`config.mk`:
```
export PLATFORM = sky130hd
export DESIGN_NAME = tod_keeper
export DESIGN_NICKNAME = d
export VERILOG_FILES = /design/src/rtl/tod_pkg.sv /design/src/rtl/tod_set_ctrl.sv /design/src/rtl/tod_time_core.sv /design/src/rtl/tod_alarm_reg.sv /design/src/rtl/tod_display.sv /design/src/rtl/tod_keeper.sv
export SDC_FILE = /design/constraint.sdc
export NUM_CORES = 1
export LEC_CHECK = 0
export ABC_AREA = 1
export BUFFER_PORTS_ARGS = -buffer_cell sky130_fd_sc_hd__buf_2
export CAP_MARGIN = 5
export CORE_UTILIZATION = 60
export CTS_CLUSTER_DIAMETER = 150
export CTS_CLUSTER_SIZE = 28
export DETAILED_ROUTE_END_ITERATION = 8
export PLACE_DENSITY_LB_ADDON = 0.05
export SLEW_MARGIN = 20
export SYNTH_ARGS = -nofsm -noshare
export SYNTH_HDL_FRONTEND = slang
export SYNTH_SLANG_ARGS = --single-unit
```
`constraint.sdc`:
```
create_clock -name clk -period 4.8 [get_ports clk]
set_clock_uncertainty 0.05 [all_clocks]
set_input_delay 0.48 -clock clk [delete_from_list [all_inputs] [get_ports clk]]
set_output_delay 0.48 -clock clk [all_outputs]
set_load 0.05 [all_outputs]
```
`src/rtl/tod_pkg.sv`:
```
package tod_pkg;
    localparam int HR_W      = 5;
    localparam int MN_W      = 6;
    localparam int DIG_W     = 4;
    localparam int CALC_W    = 7;
    localparam int HRS_DAY   = 24;
    localparam int HALF_DAY  = 12;
    localparam int MNS_HR    = 60;
    localparam int SECS_MN   = 60;
    localparam int SEC_ROUND = 50;
    localparam logic [DIG_W-1:0] DIG_BLANK = '1;

    typedef enum logic [1:0] {
        MD_TIME  = 2'd0,
        MD_ALARM = 2'd1,
        MD_SECS  = 2'd2,
        MD_VIEW  = 2'd3
    } disp_mode_t;

    typedef enum logic [1:0] {
        ST_IDLE   = 2'd0,
        ST_DELAY  = 2'd1,
        ST_REPEAT = 2'd2,
        ST_LOCK   = 2'd3
    } set_state_t;

    function automatic logic [DIG_W-1:0] tens_of(input logic [CALC_W-1:0] v);
        return DIG_W'(v / CALC_W'(10));
    endfunction

    function automatic logic [DIG_W-1:0] ones_of(input logic [CALC_W-1:0] v);
        return DIG_W'(v % CALC_W'(10));
    endfunction
endpackage

```
`src/rtl/tod_set_ctrl.sv`:
```
module tod_set_ctrl
    import tod_pkg::*;
(
    input  logic       clk,
    input  logic       rst,
    input  logic       btn_hr,
    input  logic       btn_mn,
    input  disp_mode_t mode,
    input  logic       tick_half,
    output logic       inc_hr,
    output logic       inc_mn,
    output logic       clr_sec,
    output logic       zero_alarm,
    output logic       hold
);
    set_state_t state_q, state_d;
    logic       hr_q, mn_q;
    logic       rise_hr, rise_mn, any_btn, both_btn, lock_mode, step_mode;

    assign rise_hr   = btn_hr & ~hr_q;
    assign rise_mn   = btn_mn & ~mn_q;
    assign any_btn   = btn_hr | btn_mn;
    assign both_btn  = btn_hr & btn_mn;
    assign lock_mode = (mode == MD_ALARM) || (mode == MD_SECS);
    assign step_mode = (mode == MD_TIME) || (mode == MD_ALARM);

    // state register
    always_ff @(posedge clk) begin
        if (rst) begin
            state_q <= ST_IDLE;
            hr_q    <= 1'b0;
            mn_q    <= 1'b0;
        end else begin
            state_q <= state_d;
            hr_q    <= btn_hr;
            mn_q    <= btn_mn;
        end
    end

    // next state
    always_comb begin
        state_d = state_q;
        unique case (state_q)
            ST_IDLE: begin
                if (both_btn && lock_mode) state_d = ST_LOCK;
                else if (any_btn)          state_d = ST_DELAY;
            end
            ST_DELAY: begin
                if (!any_btn)                   state_d = ST_IDLE;
                else if (both_btn && lock_mode) state_d = ST_LOCK;
                else if (tick_half)             state_d = ST_REPEAT;
            end
            ST_REPEAT: begin
                if (!any_btn)                   state_d = ST_IDLE;
                else if (both_btn && lock_mode) state_d = ST_LOCK;
            end
            ST_LOCK: begin
                if (!any_btn) state_d = ST_IDLE;
            end
            default: state_d = ST_IDLE;
        endcase
    end

    // outputs
    always_comb begin
        inc_hr     = 1'b0;
        inc_mn     = 1'b0;
        clr_sec    = 1'b0;
        zero_alarm = 1'b0;
        hold       = (state_q == ST_LOCK) && (mode == MD_SECS);
        unique case (state_q)
            ST_IDLE: begin
                if (both_btn && lock_mode) begin
                    zero_alarm = (mode == MD_ALARM);
                end else if (any_btn) begin
                    clr_sec = (mode == MD_SECS);
                    inc_hr  = step_mode & rise_hr;
                    inc_mn  = step_mode & rise_mn;
                end
            end
            ST_DELAY: begin
                if (both_btn && lock_mode) begin
                    zero_alarm = (mode == MD_ALARM);
                end else if (any_btn) begin
                    inc_hr = step_mode & rise_hr;
                    inc_mn = step_mode & rise_mn;
                end
            end
            ST_REPEAT: begin
                if (both_btn && lock_mode) begin
                    zero_alarm = (mode == MD_ALARM);
                end else if (any_btn) begin
                    inc_hr = step_mode & (rise_hr | (tick_half & btn_hr));
                    inc_mn = step_mode & (rise_mn | (tick_half & btn_mn));
                end
            end
            ST_LOCK: begin
            end
            default: begin
            end
        endcase
    end

    AST_LOCK_HOLDS: assert property (@(posedge clk) disable iff (rst)
        (state_q == ST_LOCK) && any_btn |=> (state_q == ST_LOCK));
    AST_ACTIONS_EXCL: assert property (@(posedge clk) disable iff (rst)
        $onehot0({inc_hr | inc_mn, clr_sec, zero_alarm}));
    AST_DELAY_QUIET: assert property (@(posedge clk) disable iff (rst)
        (state_q == ST_DELAY) && !rise_hr && !rise_mn |-> !inc_hr && !inc_mn);
endmodule

```
`src/rtl/tod_time_core.sv`:
```
module tod_time_core
    import tod_pkg::*;
#(
    parameter int HW = HR_W,
    parameter int MW = MN_W
)(
    input  logic          clk,
    input  logic          rst,
    input  logic          tick_sec,
    input  logic          hold,
    input  logic          inc_hr,
    input  logic          inc_mn,
    input  logic          clr_sec,
    output logic [HW-1:0] hr,
    output logic [MW-1:0] mn,
    output logic [MW-1:0] sc
);
    localparam logic [HW-1:0] HR_LAST = HW'(HRS_DAY - 1);
    localparam logic [MW-1:0] MN_LAST = MW'(MNS_HR - 1);
    localparam logic [MW-1:0] SC_LAST = MW'(SECS_MN - 1);
    localparam logic [MW-1:0] SC_RND  = MW'(SEC_ROUND);

    logic [HW-1:0] hr_q, hr_d, h1;
    logic [MW-1:0] mn_q, mn_d, m1;
    logic [MW-1:0] sc_q, sc_d, s1;

    always_comb begin
        s1 = sc_q;
        m1 = mn_q;
        h1 = hr_q;
        if (tick_sec && !hold) begin
            if (sc_q == SC_LAST) begin
                s1 = '0;
                if (mn_q == MN_LAST) begin
                    m1 = '0;
                    h1 = (hr_q == HR_LAST) ? '0 : hr_q + 1'b1;
                end else begin
                    m1 = mn_q + 1'b1;
                end
            end else begin
                s1 = sc_q + 1'b1;
            end
        end
        sc_d = s1;
        mn_d = m1;
        hr_d = h1;
        if (clr_sec) begin
            sc_d = '0;
            if (s1 >= SC_RND) mn_d = (m1 == MN_LAST) ? '0 : m1 + 1'b1;
        end
        if (inc_mn) mn_d = (m1 == MN_LAST) ? '0 : m1 + 1'b1;
        if (inc_hr) hr_d = (h1 == HR_LAST) ? '0 : h1 + 1'b1;
    end

    always_ff @(posedge clk) begin
        if (rst) begin
            hr_q <= '0;
            mn_q <= '0;
            sc_q <= '0;
        end else begin
            hr_q <= hr_d;
            mn_q <= mn_d;
            sc_q <= sc_d;
        end
    end

    assign hr = hr_q;
    assign mn = mn_q;
    assign sc = sc_q;

    AST_SEC_RANGE: assert property (@(posedge clk) disable iff (rst)
        sc_q <= SC_LAST);
    AST_SEC_STEP: assert property (@(posedge clk) disable iff (rst)
        tick_sec && !hold && !clr_sec && (sc_q != SC_LAST) |=> sc_q == $past(sc_q) + 1'b1);
    AST_DAY_WRAP: assert property (@(posedge clk) disable iff (rst)
        tick_sec && !hold && !clr_sec && !inc_hr && !inc_mn &&
        (hr_q == HR_LAST) && (mn_q == MN_LAST) && (sc_q == SC_LAST)
        |=> (hr_q == '0) && (mn_q == '0) && (sc_q == '0));
    AST_SEC_CLEAR: assert property (@(posedge clk) disable iff (rst)
        clr_sec |=> sc_q == '0);
    AST_HOLD_FREEZE: assert property (@(posedge clk) disable iff (rst)
        hold && !clr_sec |=> sc_q == $past(sc_q));
endmodule

```
`src/rtl/tod_alarm_reg.sv`:
```
module tod_alarm_reg
    import tod_pkg::*;
#(
    parameter int HW = HR_W,
    parameter int MW = MN_W
)(
    input  logic          clk,
    input  logic          rst,
    input  logic          inc_hr,
    input  logic          inc_mn,
    input  logic          zero_all,
    output logic [HW-1:0] hr,
    output logic [MW-1:0] mn
);
    localparam logic [HW-1:0] HR_LAST = HW'(HRS_DAY - 1);
    localparam logic [MW-1:0] MN_LAST = MW'(MNS_HR - 1);

    logic [HW-1:0] hr_q;
    logic [MW-1:0] mn_q;

    always_ff @(posedge clk) begin
        if (rst || zero_all) begin
            hr_q <= '0;
            mn_q <= '0;
        end else begin
            if (inc_hr) hr_q <= (hr_q == HR_LAST) ? '0 : hr_q + 1'b1;
            if (inc_mn) mn_q <= (mn_q == MN_LAST) ? '0 : mn_q + 1'b1;
        end
    end

    assign hr = hr_q;
    assign mn = mn_q;

    AST_ALARM_ZERO: assert property (@(posedge clk) disable iff (rst)
        zero_all |=> (hr_q == '0) && (mn_q == '0));
    AST_ALARM_RANGE: assert property (@(posedge clk) disable iff (rst)
        (hr_q <= HR_LAST) && (mn_q <= MN_LAST));
    AST_ALARM_STILL: assert property (@(posedge clk) disable iff (rst)
        !inc_hr && !inc_mn && !zero_all |=> $stable(hr_q) && $stable(mn_q));
endmodule

```
`src/rtl/tod_display.sv`:
```
module tod_display
    import tod_pkg::*;
#(
    parameter int HW = HR_W,
    parameter int MW = MN_W,
    parameter int DW = DIG_W
)(
    input  logic          clk,
    input  logic          rst,
    input  disp_mode_t    mode,
    input  logic          fmt_12h,
    input  logic          tick_half,
    input  logic          btn_any,
    input  logic [HW-1:0] t_hr,
    input  logic [MW-1:0] t_mn,
    input  logic [MW-1:0] t_sc,
    input  logic [HW-1:0] a_hr,
    input  logic [MW-1:0] a_mn,
    output logic [DW-1:0] dig [4],
    output logic          pm,
    output logic          seg_on,
    output logic          pwr_fail
);
    localparam logic [HW-1:0] HALF = HW'(HALF_DAY);

    logic [HW-1:0] src_hr, hr12, hv;
    logic [MW-1:0] src_mn;
    logic          pf_q, blink_q;

    always_ff @(posedge clk) begin
        if (rst) begin
            pf_q    <= 1'b1;
            blink_q <= 1'b1;
        end else begin
            if (btn_any)   pf_q    <= 1'b0;
            if (tick_half) blink_q <= ~blink_q;
        end
    end

    always_comb begin
        src_hr = (mode == MD_ALARM) ? a_hr : t_hr;
        src_mn = (mode == MD_ALARM) ? a_mn : t_mn;
        if (src_hr == '0)       hr12 = HALF;
        else if (src_hr > HALF) hr12 = src_hr - HALF;
        else                    hr12 = src_hr;
        hv = fmt_12h ? hr12 : src_hr;
        if (mode == MD_SECS) begin
            dig[3] = DW'(DIG_BLANK);
            dig[2] = DW'(ones_of(CALC_W'(t_mn)));
            dig[1] = DW'(tens_of(CALC_W'(t_sc)));
            dig[0] = DW'(ones_of(CALC_W'(t_sc)));
        end else begin
            dig[3] = DW'(tens_of(CALC_W'(hv)));
            dig[2] = DW'(ones_of(CALC_W'(hv)));
            dig[1] = DW'(tens_of(CALC_W'(src_mn)));
            dig[0] = DW'(ones_of(CALC_W'(src_mn)));
        end
        pm = fmt_12h && (mode != MD_SECS) && (src_hr >= HALF);
    end

    assign seg_on   = !pf_q || blink_q;
    assign pwr_fail = pf_q;

    AST_PF_CLEAR: assert property (@(posedge clk) disable iff (rst)
        btn_any |=> !pwr_fail);
    AST_PF_STICKY: assert property (@(posedge clk) disable iff (rst)
        !pwr_fail |=> !pwr_fail);
    AST_BLINK_TOGGLE: assert property (@(posedge clk) disable iff (rst)
        pwr_fail && tick_half && !btn_any |=> seg_on != $past(seg_on));
endmodule

```
`src/rtl/tod_keeper.sv`:
```
module tod_keeper
    import tod_pkg::*;
(
    input  logic               clk,
    input  logic               rst,
    input  logic               tick_1hz,
    input  logic               tick_2hz,
    input  logic               set_hr,
    input  logic               set_min,
    input  logic               sel_alarm,
    input  logic               sel_aux,
    input  logic               fmt_12h,
    output logic [HR_W-1:0]    hours,
    output logic [MN_W-1:0]    minutes,
    output logic [MN_W-1:0]    seconds,
    output logic [HR_W-1:0]    alarm_hours,
    output logic [MN_W-1:0]    alarm_minutes,
    output logic               pm,
    output logic [DIG_W-1:0]   digit3,
    output logic [DIG_W-1:0]   digit2,
    output logic [DIG_W-1:0]   digit1,
    output logic [DIG_W-1:0]   digit0,
    output logic               seg_on,
    output logic               pwr_fail
);
    disp_mode_t       mode;
    logic             btn_hr, btn_mn;
    logic             inc_hr, inc_mn, clr_sec, zero_alarm, hold;
    logic [DIG_W-1:0] dig [4];

    always_comb begin
        unique case ({sel_aux, sel_alarm})
            2'b00:   mode = MD_TIME;
            2'b01:   mode = MD_ALARM;
            2'b11:   mode = MD_SECS;
            default: mode = MD_VIEW;
        endcase
    end

    assign btn_hr = set_hr  && (mode != MD_VIEW);
    assign btn_mn = set_min && (mode != MD_VIEW);

    tod_set_ctrl u_ctrl (
        .clk        (clk),
        .rst        (rst),
        .btn_hr     (btn_hr),
        .btn_mn     (btn_mn),
        .mode       (mode),
        .tick_half  (tick_2hz),
        .inc_hr     (inc_hr),
        .inc_mn     (inc_mn),
        .clr_sec    (clr_sec),
        .zero_alarm (zero_alarm),
        .hold       (hold)
    );

    tod_time_core #(.HW(HR_W), .MW(MN_W)) u_time (
        .clk      (clk),
        .rst      (rst),
        .tick_sec (tick_1hz),
        .hold     (hold),
        .inc_hr   (inc_hr && (mode == MD_TIME)),
        .inc_mn   (inc_mn && (mode == MD_TIME)),
        .clr_sec  (clr_sec),
        .hr       (hours),
        .mn       (minutes),
        .sc       (seconds)
    );

    tod_alarm_reg #(.HW(HR_W), .MW(MN_W)) u_alarm (
        .clk      (clk),
        .rst      (rst),
        .inc_hr   (inc_hr && (mode == MD_ALARM)),
        .inc_mn   (inc_mn && (mode == MD_ALARM)),
        .zero_all (zero_alarm),
        .hr       (alarm_hours),
        .mn       (alarm_minutes)
    );

    tod_display #(.HW(HR_W), .MW(MN_W), .DW(DIG_W)) u_disp (
        .clk       (clk),
        .rst       (rst),
        .mode      (mode),
        .fmt_12h   (fmt_12h),
        .tick_half (tick_2hz),
        .btn_any   (set_hr || set_min),
        .t_hr      (hours),
        .t_mn      (minutes),
        .t_sc      (seconds),
        .a_hr      (alarm_hours),
        .a_mn      (alarm_minutes),
        .dig       (dig),
        .pm        (pm),
        .seg_on    (seg_on),
        .pwr_fail  (pwr_fail)
    );

    assign digit3 = dig[3];
    assign digit2 = dig[2];
    assign digit1 = dig[1];
    assign digit0 = dig[0];

    AST_VIEW_NO_SET: assert property (@(posedge clk) disable iff (rst)
        (mode == MD_VIEW) && !tick_1hz |=> $stable(hours) && $stable(minutes));
endmodule

```
**Yosys cells after proc, flatten, opt, wreduce, memory -nomap -nowiden**

Index checks and enable logic that the tools add are counted.

- Multiplexer cells: 48
- Bitwise operators: 15
- Add/sub/neg operators: 8
- $mul: 0
- Shifts and indexed selects: 0
- Divide/modulo/power cells: 7
- Equality and inequality tests: 20
- Reductions and logical operators: 26
- Order comparisons: 3

Operator list:

| kind | count |
|---|---|
| 2-to-1 mux 6 bit | 11 |
| 2-to-1 mux 5 bit | 11 |
| adder 6 x 1 -> 6 bit, second input constant | 4 |
| == test 6 bit, second input constant | 4 |
| remainder unit 6 x 4 -> 7 bit, second input constant | 3 |
| 2-to-1 mux 16 bit | 1 |
| 2-to-1 mux 2 bit | 8 |
| adder 5 x 1 -> 5 bit, second input constant | 3 |
| == test 5 bit, second input constant | 3 |
| divider 6 x 4 -> 7 bit, second input constant | 2 |
| 2-to-1 mux 1 bit | 13 |
| logical AND 1 bit | 11 |
| bitwise AND 1 bit | 9 |
| == test 2 bit, second input constant | 4 |
| case mux 2 bit (4 select lines) | 1 |
| divider 5 x 4 -> 7 bit, second input constant | 1 |
| remainder unit 5 x 4 -> 7 bit, second input constant | 1 |
| == test 2 x 1 -> 1 bit, second input constant | 3 |
| greater-or-equal comparator 6 bit, second input constant | 1 |
| logical NOT 2 bit | 3 |
| inequality test 2 bit, second input constant | 3 |
| case mux 2 bit (3 select lines) | 1 |
| greater-or-equal comparator 5 x 4 -> 1 bit, second input constant | 1 |
| > comparator 5 x 4 -> 1 bit, second input constant | 1 |
| other kinds (13) | 24 |

- Bits in latches: 0
- Register bits after elaboration: 34
- Output and inout bits: 47
- Memories kept: 0
- Input bits: 9
- Word-level logic and storage cells: 137
- ROM bits: 0
- Memory bits (writable): 0

**Depth between registers and ports, before layout**

Gate-level depths: netlist (run 1).

- Depth in word-level cells: 12
- Gate-level depth with buffers: 22
- Gate-level depth less buffers: 22

**Modules after synthesis**

A second synthesis (run 1) with hierarchy kept.

- Cell total of the unflattened synthesis: 578
- Area total of the unflattened synthesis: 3518.4 sq um

By module, submodules not included:

| module | area an instance (sq um) | cells an instance | times used | seq. area each (sq um) |
|---|---|---|---|---|
| tod_time_core | 1420.1 | 229 | 1 | 340.3 |
| tod_display | 1084.8 | 196 | 1 | 40.0 |
| tod_alarm_reg | 528.0 | 73 | 1 | 220.2 |
| tod_set_ctrl | 367.9 | 58 | 1 | 80.1 |
| tod_keeper | 117.6 | 22 | 1 | 0.0 |

**Least setup slack after synthesis (run 1)**

OpenSTA, ideal clock, no wires.

- Path type: input port to output port
- From: in sel_alarm
- To: out digit0[2]
- Data arrival time: 3.742 ns
- Path slack: 0.528 ns
- Stages: 18
- Path through: nand2_4 inv_2 nand2_1 nand2_1 a21oi_2 a21oi_4 nand2_1 nand2_1 inv_1 ha_1 nor3b_1 o21ai_2 nand2_2 nand2_1 nand2_2 nand2_2 nand2_2 o21ai_1

- Longest elaborated chain between the ends: 6
- Elaborated cells between the ends (all ways): 9
- Those cells by class: div (1); eq/ne (4); mux (3); reduce/logical (1)

RTL lines:

| item | RTL line | text |
|---|---|---|
| start: declaration | tod_keeper.sv:10 | `input logic sel_alarm,` |
| == test 2 bit, or another cell as far along | tod_keeper.sv:32 | `unique case ({sel_aux, sel_alarm})` |
| case mux 2 bit (3 select lines) * | tod_keeper.sv:32 |  |
| == test 2 x 1 -> 1 bit | tod_display.sv:42 | `src_mn = (mode == MD_ALARM) ? a_mn : t_mn;` |
| 2-to-1 mux 6 bit | tod_display.sv:42 |  |
| remainder unit 6 x 4 -> 7 bit | tod_pkg.sv:32 | `return DIG_W'(v % CALC_W'(10));` |
| 2-to-1 mux 16 bit * | tod_display.sv:47 | `if (mode == MD_SECS) begin` |
| end: declaration | tod_keeper.sv:22 | `output logic [DIG_W-1:0] digit0,` |

Mark *: on every way between the ends. The rest lies on a longest branch, timed or not.

**Worst setup path in the final report (run 1)**

- From: in sel_alarm
- To: out digit0[3]

The elaborated chain is that of the path after synthesis.

==> flow_summary_export.csv, run 1 <==
group,metric,value,unit
floorplan,io_pins,56,
cells_and_area,area_growth_syn_to_layout,13.7,%
setup_path,rr_startpoint,"u_time.sc[0]",
global_route,grt_pass1_wl,12200,um
power,leakagePower,1.66,nW
route,drc,0,
global_route,first_global_vias,2764,
logic_synthesis,syn_nets,491,
global_route,grt_max_degree,17,
placement,dp_slack,0.951,ns
clock_tree,cts_buffers,5,
timing,hold_violations,0,
setup_path,endpoint_kind,"output pin",
clock_tree,htreeDepth,2,
setup_path,worstSetupStartpointType,"primary input",
floorplan,core_area,0.00472,mm^2
power,pwr-share-clk,0.265,
power,pwr-share-seq,0.367,
timing,rsz0062_at_grt,"no",
power,power_density,255,mW/mm^2
logic_synthesis,ys_types,48,
route,via_per_inst,5.36,
clock_tree,cts_tree,"done",
route,firstDrtPassIters,5,
logic_synthesis,ys_seq_elements,34,
global_route,antenna_found_initial,0,
worst_hold_path,hold_start,"tick_2hz",
cells_and_area,nFillCells,411,
power,irDropWorstVdd,0.241,mV
logic_synthesis,yosys.area.top_type,"dfxtp_1",
timing,slew_violations,0,
route,via_count,3184,
timing,setup_viol,0,
logic_synthesis,synth.most_common_cell,"nand2_1",
logic_synthesis,synth-edff-count,0,
cells_and_area,final_layout_size_suffix_gt1_frac,0.209,
logic_synthesis,synth_common_cells,"104 x nand2_1, 75 x inv_1, 51 x nor2_1, 40 x nand3_1, 34 x dfxtp_1",
logic_synthesis,synth-async-reset-ratio,0,
clock_tree,postCtsSetupBuffers,0,
timing,finalCritPeriodShare,0.807,
logic_synthesis,synthFlopType,"dfxtp_1",
floorplan,die_w,72.1,um
clock_tree,path_clk_slew,0.07,ns
setup_path,worstPathMaxFanout,16,
setup_path,path_class,"in -> out",
timing,worst_slack,0.925,ns
placement,post-dp-hpwl,5860,um
clock_tree,clock_latency,0.30,ns
setup_path,required,4.27,ns
logic_synthesis,netlist_area,0.00295,mm^2
route,drt_iter0_markers,194,
logic_synthesis,yosys_warnings,0,
clock_tree,ctsRootBufferMaster,"clkbuf_8",
flow_run,maxCapViolCount,0,
power,p_switching,358,uW
status,status,"finished, final reports clean",
cells_and_area,fin_nets,547,
clock_tree,cts_max_path_buffers,2,
logic_synthesis,avgSynthCellArea,6.27,um^2
placement,routabilityCongestion,0.885,
global_route,grt_overflow_total,0,
setup_path,reg2regPathDepth,13,
floorplan,dieArea,0.00520,mm^2
setup_path,r2r_slack,2.13,ns
setup_path,crit_arrival,3.34,ns
worst_hold_path,holdPathEnd,"u_disp.blink_q",
power,combPwrFrac,0.368,
cells_and_area,n_antenna_cell,0,
placement,io_buffers,54,
timing,max_freq,0.258,GHz
floorplan,num_rows,25,
clock_tree,clock_sinks,34,
worst_hold_path,hold_depth,2,
logic_synthesis,ys_top_cells_by_area,"dfxtp_1 23%, nand2_1 13%, inv_1 9.5%",
power,p_sw_frac,0.418,
route,wl,7120,um
logic_synthesis,synthCells,470,
logic_synthesis,seq_area_frac_synth,0.231,
route,routedWlPerCell,12.0,um
clock_tree,postCtsHoldBufs,0,
timing,fin_crit,3.87,ns
timing,tightest_slew,0.527,ns
timing,relSlewSlack,0.645,
clock_tree,ctsResizeCount,0,
logic_synthesis,yosys.area.top_type_share,0.231,
power,internal-power,498,uW
setup_path,r2r-end,"u_time.hr[3]",
worst_hold_path,hp-class,"in -> reg",
floorplan,start_util,0.624,
route,ant_nets,0,
floorplan,die_h,72.1,um
timing,finalSetupTns,0,ns
global_route,track_usage,0.294,
cell usage in the layout (no fill, tap or decap), drive strengths merged, types with 3 or more instances in the layout:
master | netlist | routed
o221ai | 4 | 4
xor2 | 10 | 10
clkbuf | 0 | 6
a21oi | 23 | 23
nand2 | 123 | 123
o211ai | 3 | 3
buf | 5 | 54
dfxtp | 34 | 34
xnor2 | 3 | 3
nand4 | 7 | 7
inv | 81 | 81
nand3 | 43 | 43
o21ai | 31 | 31
nor3 | 12 | 12
ha | 12 | 12
a221oi | 3 | 3
nor2 | 55 | 55
power groups by stage:
stage          clock [mW]  combinational [mW]  sequential, mW
3_5_place_dp            0               0.313           0.320
6_report            0.227               0.315           0.314
2_1_floorplan           0               0.234           0.337
5_1_grt             0.242               0.349           0.316
4_1_cts             0.230               0.314           0.313
3_3_place_gp            0               0.308           0.319
state kept, by name, summed over array words and instances, names as in the netlist:
signal	flops
u_time.mn	6
u_ctrl.mn_q	1
u_time.sc	6
u_ctrl.hr_q	1
u_ctrl.state_q	2
u_disp.pwr_fail	1
u_disp.blink_q	1
u_alarm.hr	5
u_alarm.mn	6
u_time.hr	5
stage by stage:
stage               std cells  instance area, um^2  hold WS (ns)  total power, mW   util
global route              594                 3350         0.388            0.907  0.710
global placement          586                 3260         0.420            0.627  0.690
CTS                       594                 3350         0.359            0.858  0.710
detailed placement        586                 3260         0.429            0.634  0.690
finish                    594                 3350         0.368            0.857  0.710
floorplan                 470                 2950         0.416            0.571      -
cell families after synthesis:
group,count (synthesis),share of synthesized area
AO/OA/AOI/OAI,76,0.174
XOR/XNOR,13,0.0386
adder cells (fa/ha/maj),12,0.0509
buffers and inverters,87,0.120
flip-flops,34,0.231
other,1,0.00127
AND/OR/NAND/NOR,247,0.384
worst max path at each step:
stage | from | endpoint | slack, ns
global placement | sel_alarm | digit0[3] | 1.10
floorplan | sel_alarm | digit0[2] | 0.53
global route | sel_alarm | digit0[2] | 0.60
detailed placement | sel_alarm | digit0[3] | 0.95
finish | sel_alarm | digit0[3] | 0.93
CTS | sel_alarm | digit0[3] | 0.94
layer usage:
layer / wire (um) / vias to the layer above / part of all wire / GRT usage
li1: - / 1637 / - / -
met1: 3390 / 1437 / 0.48 / 0.390
met2: 3210 / 101 / 0.45 / 0.485
met3: 440 / 9 / 0.062 / 0.0653
met4: 80 / 0 / 0.011 / 0.0741
met5: 0 / - / 0 / 0
area by class of cell:
cell class / instances / area [um^2] / share of cell area
repair buffers: 54 / 270 / 0.0806
clock buffers: 6 / 82.6 / 0.0246
clock inverters: 2 / 12.5 / 0.00373
well taps: 67 / 83.8 / 0.0250
flip-flops and latches: 34 / 681 / 0.203
multi-input cells: 349 / 1910 / 0.571
inverters: 82 / 310 / 0.0925
critical path, stage by stage:
cell and delay (ns):
buf_2 0.29, nand2_4 0.19, inv_2 0.17, nand2_1 0.08, nand2_1 0.09, a21oi_2 0.06
a21oi_4 0.18, nand2_1 0.09, nand2_1 0.11, inv_1 0.07, ha_1 0.17, nor3b_1 0.14
o21ai_2 0.21, nand3_1 0.11, and2_1 0.19, ha_1 0.19, xnor2_1 0.15, nand2_1 0.07
nand2_1 0.05, buf_2 0.25
(Power assumes the default switching activity.)
==> inputs of run 2 (changes only) <==
Settings changed: CORE_UTILIZATION 60 to 56.
Clock period 4.8 ns to 4 ns, I/O delays scaled along.
==> flow_summary_export.csv, run 2 (synthesized netlist as in run 1, its figures left out) <==
group,metric,value,unit
cells_and_area,n_antenna_cell,0,
route,ant_nets,0,
cells_and_area,fin_nets,547,
global_route,grt_pass1_wl,11700,um
floorplan,dieArea,0.00556,mm^2
placement,routabilityCongestion,0.919,
floorplan,core_area,0.00507,mm^2
setup_path,worst-path-stages,20,
global_route,first_global_vias,2659,
floorplan,die_w,74.6,um
placement,placed_area,0.00327,mm^2
floorplan,die_h,74.6,um
global_route,antenna_found_initial,0,
clock_tree,clock_sinks,34,
global_route,grt_max_degree,17,
clock_tree,ctsRootBufferMaster,"clkbuf_8",
timing,fin_crit,3.67,ns
setup_path,reg2regPathDepth,13,
power,irDropWorstVdd,0.272,mV
timing,relSlewSlack,0.656,
cells_and_area,final_layout_size_suffix_gt1_frac,0.211,
timing,slew_violations,0,
timing,finalCritPeriodShare,0.916,
global_route,track_usage,0.273,
timing,hold_violations,0,
power,power_density,307,mW/mm^2
setup_path,crit_path_frequent_cell,"nand2_1",
setup_path,cp_num_buf_inv,4,
clock_tree,path_clk_slew,0.07,ns
floorplan,start_util,0.581,
status,status,"finished, final reports clean",
setup_path,slowest_stage,"buf_2",
floorplan,num_rows,26,
route,routedWlPerCell,12.5,um
timing,finalSetupTns,0,ns
route,drc,0,
clock_tree,cts_tree,"done",
setup_path,worstSetupStartpointType,"primary input",
setup_path,r2r_slack,1.30,ns
setup_path,path_cells,"clkbuf_4, nand2_4, inv_2, nand2_1, nand2_1, a21oi_2, a21oi_4, nand2_1, nand2_1, inv_1, ha_1, nor3b_1, o21ai_2, nand3_1, and2_1, ha_1, xnor2_1, nand2_1, nand2_1, buf_2",
timing,max_freq,0.273,GHz
timing,tightest_slew,0.510,ns
power,leakagePower,1.66,nW
setup_path,rr_startpoint,"u_time.sc[0]",
setup_path,worstPathMaxFanout,16,
flow_run,maxCapViolCount,0,
setup_path,slowest_delay,0.25,ns
clock_tree,clock_latency,0.29,ns
route,wl,7450,um
worst_hold_path,holdPathEnd,"u_disp.blink_q",
cells_and_area,postLayoutCoreUtil,0.663,
cells_and_area,final_cell_count_no_fill,597,
placement,place_inst,589,
worst_hold_path,hold_start,"tick_2hz",
cells_and_area,layout_common_cells,"104 x nand2_1, 75 x inv_1, 53 x buf_2, 51 x nor2_1, 40 x nand3_1",
route,firstDrtPassIters,5,
worst_hold_path,hold_depth,2,
cells_and_area,area_growth_syn_to_layout,14.0,%
timing,rsz0062_at_grt,"no",
placement,post-dp-hpwl,6080,um
route,via_count,3126,
cells_and_area,layout_commonest_cell,"nand2_1",
timing,hold_slack,0.296,ns
setup_path,crit_family,"simple AND/OR/NAND/NOR gates",
global_route,grt_overflow_total,0,
setup_path,path_class,"in -> out",
setup_path,crit_arrival,3.22,ns
setup_path,r2r-end,"u_time.hr[0]",
clock_tree,postCtsHoldBufs,0,
clock_tree,cts_buffers,5,
route,drt_iter0_markers,152,
setup_path,required,3.55,ns
setup_path,endpoint_kind,"output pin",
clock_tree,htreeDepth,2,
cells_and_area,fin_area,0.00336,mm^2
worst_hold_path,hp-class,"in -> reg",
placement,io_buffers,54,
route,via_per_inst,5.24,
clock_tree,cts_max_path_buffers,2,
floorplan,io_pins,56,
timing,setup_viol,0,
## run 2: cell types whose count changed in the layout (fill, tap and decap cells not counted)
cell      change
o21ai_1       -1
clkbuf_4      +1
buf_2         -1
o21ai_2       +1
## run 2: cell type report
class                           instances  area (um^2)
Multi-Input combinational cell        349         1920
Fill cell                             475         1710
Sequential cell                        34          681
Inverter                               82          310
Timing Repair Buffer                   54          273
Tap cell                               70         87.6
Clock buffer                            6         82.6
Clock inverter                          2         12.5
## run 2: where the power goes
group / total (mW) / switching [mW] / internal [mW]
logic: 0.384 / 0.280 / 0.104
clock network: 0.273 / 0.134 / 0.138
registers: 0.376 / 0.0201 / 0.356
## run 2: worst max-delay path by stage
stage                 start         to  slack, ns
6_report          sel_alarm  digit0[3]       0.33
5_1_grt           sel_alarm  digit0[3]       0.05
4_1_cts           sel_alarm  digit0[3]       0.27
3_5_place_dp      sel_alarm  digit0[3]       0.27
3_3_place_gp      sel_alarm  digit0[2]       0.43
2_1_floorplan  u_time.sc[3]  digit0[2]       0.09
## run 2: worst register-to-register path, cell delays in order, from the launching register on
cell and delay (ns):
dfxtp_1 0.39, ha_1 0.22, nand4_1 0.18, nor2_2 0.30, nand2_2 0.11, inv_2 0.14, o211ai_1 0.10, o21ai_0 0.18
ha_1 0.23, inv_1 0.06, nor3_2 0.24, inv_1 0.10, o31ai_2 0.24, nor2_1 0.06
## run 2: through the flow
step | power, mW | setup WS [ns]
2_1_floorplan | 0.686 | 0.0873
3_3_place_gp | 0.758 | 0.432
3_5_place_dp | 0.765 | 0.271
4_1_cts | 1.04 | 0.273
5_1_grt | 1.09 | 0.0497
6_report | 1.03 | 0.334
## run 2: repair_timing
item / CTS / global route
gates resized for setup: 0 / 1
endpoints found under the hold margin: 0 / 0
setup endpoints to repair: 0 / 1
buffers inserted: 0 / 0
## run 2: metal layers
layer / track usage / share of wire
met5: 0 / 0
met4: 0.0692 / 0.012
met3: 0.0488 / 0.052
met2: 0.471 / 0.48
met1: 0.351 / 0.45
